File: src/rtl/lfsr_rev_pkg.sv
package lfsr_rev_pkg;

  // Step direction as seen on the dir_i pin
  typedef enum logic {
    STEP_BACK = 1'b0,
    STEP_FWD  = 1'b1
  } step_dir_e;

  // Next-state source chosen at the register
  typedef enum logic [1:0] {
    SRC_HOLD = 2'd0,
    SRC_STEP = 2'd1,
    SRC_LOAD = 2'd2
  } state_src_e;

endpackage

File: src/rtl/lfsr_rev_fb.sv
module lfsr_rev_fb #(
  parameter int unsigned     WIDTH  = 16,
  parameter logic [WIDTH-1:0] MASK  = '0,
  parameter bit              INVERT = 1'b0
) (
  input  logic [WIDTH-1:0] vec_i,
  output logic             bit_o
);

  // One-bit sum of the tapped positions, optionally complemented
  always_comb begin
    bit_o = (^(vec_i & MASK)) ^ INVERT;
  end

endmodule

File: src/rtl/lfsr_rev_next.sv
module lfsr_rev_next
  import lfsr_rev_pkg::*;
#(
  parameter int unsigned      WIDTH    = 16,
  parameter logic [WIDTH-1:0] FWD_TAPS = 16'h100B,
  parameter bit               INVERT   = 1'b0
) (
  input  logic [WIDTH-1:0] cur_i,
  input  step_dir_e        dir_i,
  output logic [WIDTH-1:0] nxt_o
);

  // The reverse taps are the forward taps moved one place toward bit 0.
  // The length tap at bit 0 falls away, and the top bit (the last inserted
  // bit) takes its place.
  localparam logic [WIDTH-1:0] TOP_BIT  = {1'b1, {(WIDTH-1){1'b0}}};
  localparam logic [WIDTH-1:0] REV_TAPS = (FWD_TAPS >> 1) | TOP_BIT;

  logic fb_fwd;
  logic fb_rev;

  lfsr_rev_fb #(
    .WIDTH (WIDTH),
    .MASK  (FWD_TAPS),
    .INVERT(INVERT)
  ) u_fb_fwd (
    .vec_i(cur_i),
    .bit_o(fb_fwd)
  );

  lfsr_rev_fb #(
    .WIDTH (WIDTH),
    .MASK  (REV_TAPS),
    .INVERT(INVERT)
  ) u_fb_rev (
    .vec_i(cur_i),
    .bit_o(fb_rev)
  );

  // One two-way mux per flip-flop, choosing between its two neighbours
  for (genvar i = 0; i < WIDTH; i++) begin : g_cell
    logic from_up;
    logic from_down;
    if (i == WIDTH - 1) begin : g_top
      assign from_up   = fb_fwd;
      assign from_down = cur_i[i-1];
    end else if (i == 0) begin : g_bot
      assign from_up   = cur_i[i+1];
      assign from_down = fb_rev;
    end else begin : g_mid
      assign from_up   = cur_i[i+1];
      assign from_down = cur_i[i-1];
    end
    assign nxt_o[i] = (dir_i == STEP_FWD) ? from_up : from_down;
  end

endmodule

File: src/rtl/lfsr_rev_counter.sv
module lfsr_rev_counter
  import lfsr_rev_pkg::*;
#(
  parameter int unsigned       WIDTH    = 16,
  parameter logic [WIDTH-1:0]  FWD_TAPS = 16'h100B,
  parameter bit                INVERT   = 1'b0,
  parameter logic [WIDTH-1:0]  SEED     = 16'hACE1
) (
  input  logic             clk,
  input  logic             rst_n,
  input  logic             enable_i,
  input  logic             dir_i,
  input  logic             load_i,
  input  logic [WIDTH-1:0] load_val_i,
  output logic [WIDTH-1:0] state_o
);

  localparam logic [WIDTH-1:0] LOCK_STATE = INVERT ? {WIDTH{1'b1}} : {WIDTH{1'b0}};

  logic [WIDTH-1:0] state_q;
  logic [WIDTH-1:0] step_val;
  state_src_e       src_sel;
  step_dir_e        dir_e;

  assign dir_e = step_dir_e'(dir_i);

  lfsr_rev_next #(
    .WIDTH   (WIDTH),
    .FWD_TAPS(FWD_TAPS),
    .INVERT  (INVERT)
  ) u_next (
    .cur_i(state_q),
    .dir_i(dir_e),
    .nxt_o(step_val)
  );

  // Load wins over stepping
  always_comb begin
    if (load_i)        src_sel = SRC_LOAD;
    else if (enable_i) src_sel = SRC_STEP;
    else               src_sel = SRC_HOLD;
  end

  always_ff @(posedge clk) begin
    if (!rst_n) begin
      state_q <= SEED;
    end else begin
      unique case (src_sel)
        SRC_LOAD: state_q <= load_val_i;
        SRC_STEP: state_q <= step_val;
        default:  state_q <= state_q;
      endcase
    end
  end

  assign state_o = state_q;

  // the first cycle out of reset shows the seed
  p_reset_seed_r1: assert property (@(posedge clk)
    !rst_n |=> state_q == SEED);

  // load takes effect on the next edge
  p_load_wins_r2: assert property (@(posedge clk) disable iff (!rst_n)
    load_i |=> state_q == $past(load_val_i));

  // no load, no enable means no change
  p_hold_r3: assert property (@(posedge clk) disable iff (!rst_n)
    (!load_i && !enable_i) |=> $stable(state_q));

  // forward step moves every bit one place toward bit 0
  p_fwd_shift_r4: assert property (@(posedge clk) disable iff (!rst_n)
    (!load_i && enable_i && dir_i) |=> state_q[WIDTH-2:0] == $past(state_q[WIDTH-1:1]));

  // reverse step moves every bit one place toward the top
  p_rev_shift_r5: assert property (@(posedge clk) disable iff (!rst_n)
    (!load_i && enable_i && !dir_i) |=> state_q[WIDTH-1:1] == $past(state_q[WIDTH-2:0]));

  // a forward step bounced back at once restores the state
  p_bounce_r7: assert property (@(posedge clk) disable iff (!rst_n)
    (!load_i && enable_i && dir_i) ##1 (!load_i && enable_i && !dir_i)
      |=> state_q == $past(state_q, 2));

  // stepping never enters the lock state from outside it
  p_no_lock_entry_r9: assert property (@(posedge clk) disable iff (!rst_n)
    (!load_i && state_q != LOCK_STATE) |=> state_q != LOCK_STATE);

  // the lock state is a fixed point of stepping
  p_lock_sticks_r9: assert property (@(posedge clk) disable iff (!rst_n)
    (!load_i && state_q == LOCK_STATE) |=> state_q == LOCK_STATE);

endmodule

File: config.mk
export PLATFORM = sky130hd
export DESIGN_NAME = lfsr_rev_counter
export DESIGN_NICKNAME = d
export VERILOG_FILES = /design/src/rtl/lfsr_rev_pkg.sv /design/src/rtl/lfsr_rev_fb.sv /design/src/rtl/lfsr_rev_next.sv /design/src/rtl/lfsr_rev_counter.sv
export SDC_FILE = /design/constraint.sdc
export NUM_CORES = 1
export LEC_CHECK = 0
export BUFFER_PORTS_ARGS = -buffer_cell sky130_fd_sc_hd__buf_2
export CORE_UTILIZATION = 51
export DETAILED_ROUTE_END_ITERATION = 10
export PLACE_DENSITY = 0.95
export SETUP_SLACK_MARGIN = 0.15
export SYNTH_ARGS = -nofsm -noshare
export SYNTH_HDL_FRONTEND = slang
export SYNTH_SLANG_ARGS = --single-unit
File: constraint.sdc
create_clock -name clk -period 1.5 [get_ports clk]
set_input_delay 0.075 -clock clk [delete_from_list [all_inputs] [get_ports clk]]
set_output_delay 0.075 -clock clk [all_outputs]
set_load 0.05 [all_outputs]
==> flow_results.xml <==
<?xml version="1.0" encoding="UTF-8"?>
<metrics>
  <group name="outcome">
    <metric name="status" unit="">finished, final reports clean</metric>
  </group>
  <group name="cts">
    <metric name="cts-resized-gates" unit="">0</metric>
    <metric name="numClockSinks" unit="">16</metric>
    <metric name="post-cts-setup-buffer-count" unit="">0</metric>
    <metric name="postCtsHoldBufs" unit="">13</metric>
    <metric name="clk_transition_reported_paths" unit="ns">0.09</metric>
    <metric name="worstSkewPairLatency" unit="ns">0.30</metric>
    <metric name="clock_tree.htree_level_count" unit="">1</metric>
    <metric name="numCtsBuffers" unit="">3</metric>
    <metric name="cts-root-buf" unit="">clkbuf_4</metric>
    <metric name="clockBufferDepth" unit="">2</metric>
    <metric name="tritoncts_clock_tree" unit="">done</metric>
  </group>
  <group name="global_routing">
    <metric name="grt_util_all_layers" unit="%">23.8</metric>
    <metric name="first_pass_grt_wire_length" unit="um">3510</metric>
    <metric name="grt_antenna_before_repair" unit="">0</metric>
    <metric name="global_route.overflow_total" unit="">0</metric>
    <metric name="grt_pass1_vias" unit="">842</metric>
    <metric name="grt_start_max_net_pins" unit="">35</metric>
  </group>
  <group name="placement">
    <metric name="hpwl" unit="um">1480</metric>
    <metric name="port-buffer-count" unit="">36</metric>
    <metric name="post-place-cells" unit="">159</metric>
    <metric name="final_replace_weighted_congestion" unit="">0.756</metric>
  </group>
  <group name="timing">
    <metric name="final.period_utilization" unit="%">74.2</metric>
    <metric name="maxClockFrequency" unit="GHz">0.898</metric>
    <metric name="final_hold_viol_count" unit="">0</metric>
    <metric name="final.hold.worst_slack" unit="ns">0.0121</metric>
    <metric name="maxSlewViolCount" unit="">0</metric>
    <metric name="least_margin_pin_slew" unit="ns">0.542</metric>
    <metric name="totalNegativeSetupSlack" unit="ns">0</metric>
    <metric name="min_period" unit="ns">1.11</metric>
    <metric name="grt_setup_unrepaired" unit="">no</metric>
    <metric name="max_slew_margin" unit="%">63.9</metric>
    <metric name="clock-skew-final" unit="ns">0.00253</metric>
    <metric name="finalSetupViolCount" unit="">0</metric>
  </group>
  <group name="layout">
    <metric name="postLayoutCoreUtil" unit="%">73.1</metric>
    <metric name="flow.area_growth_from_synthesis" unit="%">32.5</metric>
    <metric name="filler_cell_count" unit="">141</metric>
    <metric name="final_cell_count_no_fill" unit="">176</metric>
    <metric name="layout.area.seq" unit="um^2">320</metric>
    <metric name="top_library_cells_by_usage_in_the_layout_fill_and_taps_aside" unit="">buf_2 (36), dfxtp_1 (16), mux2i_1 (14), nor2_1 (14), dlygate4sd3_1 (13)</metric>
    <metric name="fraction_of_layout_instances_using_a_drive_strength_above_1" unit="%">27.8</metric>
    <metric name="fin_nets" unit="">173</metric>
    <metric name="multi_input_comb_area" unit="um^2">571</metric>
    <metric name="num_antenna_cells" unit="">0</metric>
    <metric name="mostFrequentLayoutCell" unit="">buf_2</metric>
    <metric name="largest_reg_flops" unit="">16</metric>
  </group>
  <group name="critical_path">
    <metric name="rr_startpoint" unit="">state_o[12]$_SDFFE_PN0P_</metric>
    <metric name="cp.arrival" unit="ns">1.04</metric>
    <metric name="startpoint" unit="">state_o[12]$_SDFFE_PN0P_</metric>
    <metric name="critPathCaptureType" unit="">primary output</metric>
    <metric name="crit_buf_inv" unit="">1</metric>
    <metric name="crit_path_cell_trace" unit="">buf_2</metric>
    <metric name="cpLargestDelayFamily" unit="">flip-flops</metric>
    <metric name="data_required_time_of_the_worst_path" unit="ns">1.42</metric>
    <metric name="critical_path.max_fanout" unit="">5</metric>
    <metric name="r2r-end" unit="">state_o[15]$_SDFFE_PN1P_</metric>
    <metric name="timing.critical_path.slowest_cell_delay" unit="ns">0.44</metric>
    <metric name="reg_to_reg_slack_setup" unit="ns">0.49</metric>
    <metric name="setup.worst_path.class" unit="">reg2out</metric>
    <metric name="critical_path.slowest_cell" unit="">dfxtp_1</metric>
    <metric name="reg2regPathDepth" unit="">3</metric>
    <metric name="setup.worst_path.start_class" unit="">flop</metric>
  </group>
  <group name="hold_path">
    <metric name="hp-class" unit="">in2reg</metric>
    <metric name="worst_hold_path.num_cells" unit="">2</metric>
    <metric name="worstHoldEndpoint" unit="">state_o[14]$_SDFFE_PN0P_</metric>
    <metric name="hp-start" unit="">load_val_i[14]</metric>
  </group>
  <group name="synthesis">
    <metric name="synth_top_family_by_area" unit="">compound AO/OA/AOI/OAI gates</metric>
    <metric name="synthesis.instances" unit="">108</metric>
    <metric name="post_synth_fa_ha_maj_area_fraction" unit="%">0</metric>
    <metric name="yosysSeqAreaShare" unit="%">33.2</metric>
    <metric name="postSynthRegisterBits" unit="">16</metric>
    <metric name="postSynth.topFlopCell" unit="">dfxtp_1</metric>
    <metric name="yosys_warnings" unit="">0</metric>
    <metric name="synth_cell_type_count" unit="">21</metric>
    <metric name="synthesis.area" unit="um^2">963</metric>
    <metric name="synth_enable_flop_cells" unit="">0</metric>
    <metric name="avgSynthCellArea" unit="um^2">8.92</metric>
    <metric name="synth_xor_xnor_area_share" unit="%">5.45</metric>
    <metric name="synth-compound-area-share" unit="%">22.1</metric>
    <metric name="synthesis.nets" unit="">129</metric>
    <metric name="synthSimpleGateAreaFrac" unit="%">17.1</metric>
    <metric name="postSynth.asyncResetShare" unit="%">0</metric>
    <metric name="synth.area.mux_share" unit="%">14.5</metric>
  </group>
  <group name="floorplan">
    <metric name="coreArea" unit="mm^2">0.00175</metric>
    <metric name="ios" unit="">37</metric>
    <metric name="die_w" unit="um">45.5</metric>
    <metric name="die_height" unit="um">45.5</metric>
    <metric name="die_area" unit="mm^2">0.00207</metric>
    <metric name="initial_utilization" unit="%">55.2</metric>
    <metric name="std_cell_rows" unit="">15</metric>
  </group>
  <group name="pwr">
    <metric name="design_power_total" unit="mW">1.18</metric>
    <metric name="vdd_drop_max" unit="mV">0.663</metric>
    <metric name="power.density" unit="mW/mm^2">927</metric>
    <metric name="static-leakage-power" unit="nW">0.596</metric>
  </group>
  <group name="route">
    <metric name="drc" unit="">0</metric>
    <metric name="finalWirelength" unit="um">2270</metric>
    <metric name="route.detailed.vias_per_inst" unit="">5.45</metric>
    <metric name="drt-initial-drc-count" unit="">10</metric>
    <metric name="ant_nets" unit="">0</metric>
    <metric name="dr.pass1.iters" unit="">4</metric>
    <metric name="dr_total_vias" unit="">959</metric>
    <metric name="wl_per_cell" unit="um">12.9</metric>
  </group>
  <group name="job">
    <metric name="timing.max_cap.violations" unit="">0</metric>
  </group>
</metrics>
[area by class of cell]
class                   instances  area share [%]
clock buffers                   4            2.84
flip-flops and latches         16            25.1
repair buffers                 50            24.9
multi-input cells              81            44.7
well taps                      25            2.45
[metrics by stage]
stage / instance area [um^2] / setup WS, ns
floorplan: 963 / 0.258
global placement: 1110 / 0.356
detailed placement: 1110 / 0.314
CTS: 1280 / 0.384
global route: 1280 / 0.345
finish: 1280 / 0.387
[power by group]
part | internal [mW] | switching (mW)
Clock | 0.148 | 0.146
Combinational | 0.151 | 0.236
Sequential | 0.460 | 0.0416
[cells by family (layout without fill, tap and decap cells)]
family	Yosys count	in the layout
mux	14	14
simple gates	35	35
flops	16	16
buf+inv	11	54
compound gates	26	26
xor+xnor	6	6
[synth_stat cells, types with 3 or more instances]
cell type | instances | area, um^2
a211oi_1 | 8 | 60.1
mux2i_1 | 14 | 140
a31o_1 | 8 | 70.1
nand2b_1 | 3 | 18.8
dfxtp_1 | 16 | 320
xnor2_1 | 6 | 52.6
nand3_1 | 7 | 35.0
nand2_1 | 6 | 22.5
a211o_1 | 6 | 52.6
clkbuf_1 | 3 | 11.3
buf_2 | 5 | 25.0
nor2_1 | 14 | 52.6
[metal layers]
| layer | GRT usage, % | vias to the layer above | routed length, um |
|---|---|---|---|
| li1 | - | 482 | - |
| met1 | 29.0 | 439 | 1000 |
| met2 | 38.3 | 33 | 1090 |
| met3 | 5.95 | 5 | 140 |
| met4 | 12.7 | 0 | 35 |
| met5 | 0 | - | 0 |
[worst max-delay path by stage]
stage | endpoint | cells past startpoint | slack, ns
after floorplan | state_o[11]$_SDFFE_PN1P_ | 3 | 0.26
after global placement | state_o[15]$_SDFFE_PN1P_ | 4 | 0.36
after detailed placement | state_o[15]$_SDFFE_PN1P_ | 4 | 0.31
after CTS | state_o[12] | 1 | 0.38
after global routing | state_o[12] | 1 | 0.35
final | state_o[12] | 1 | 0.39
Power figures use the tool's default switching activity.
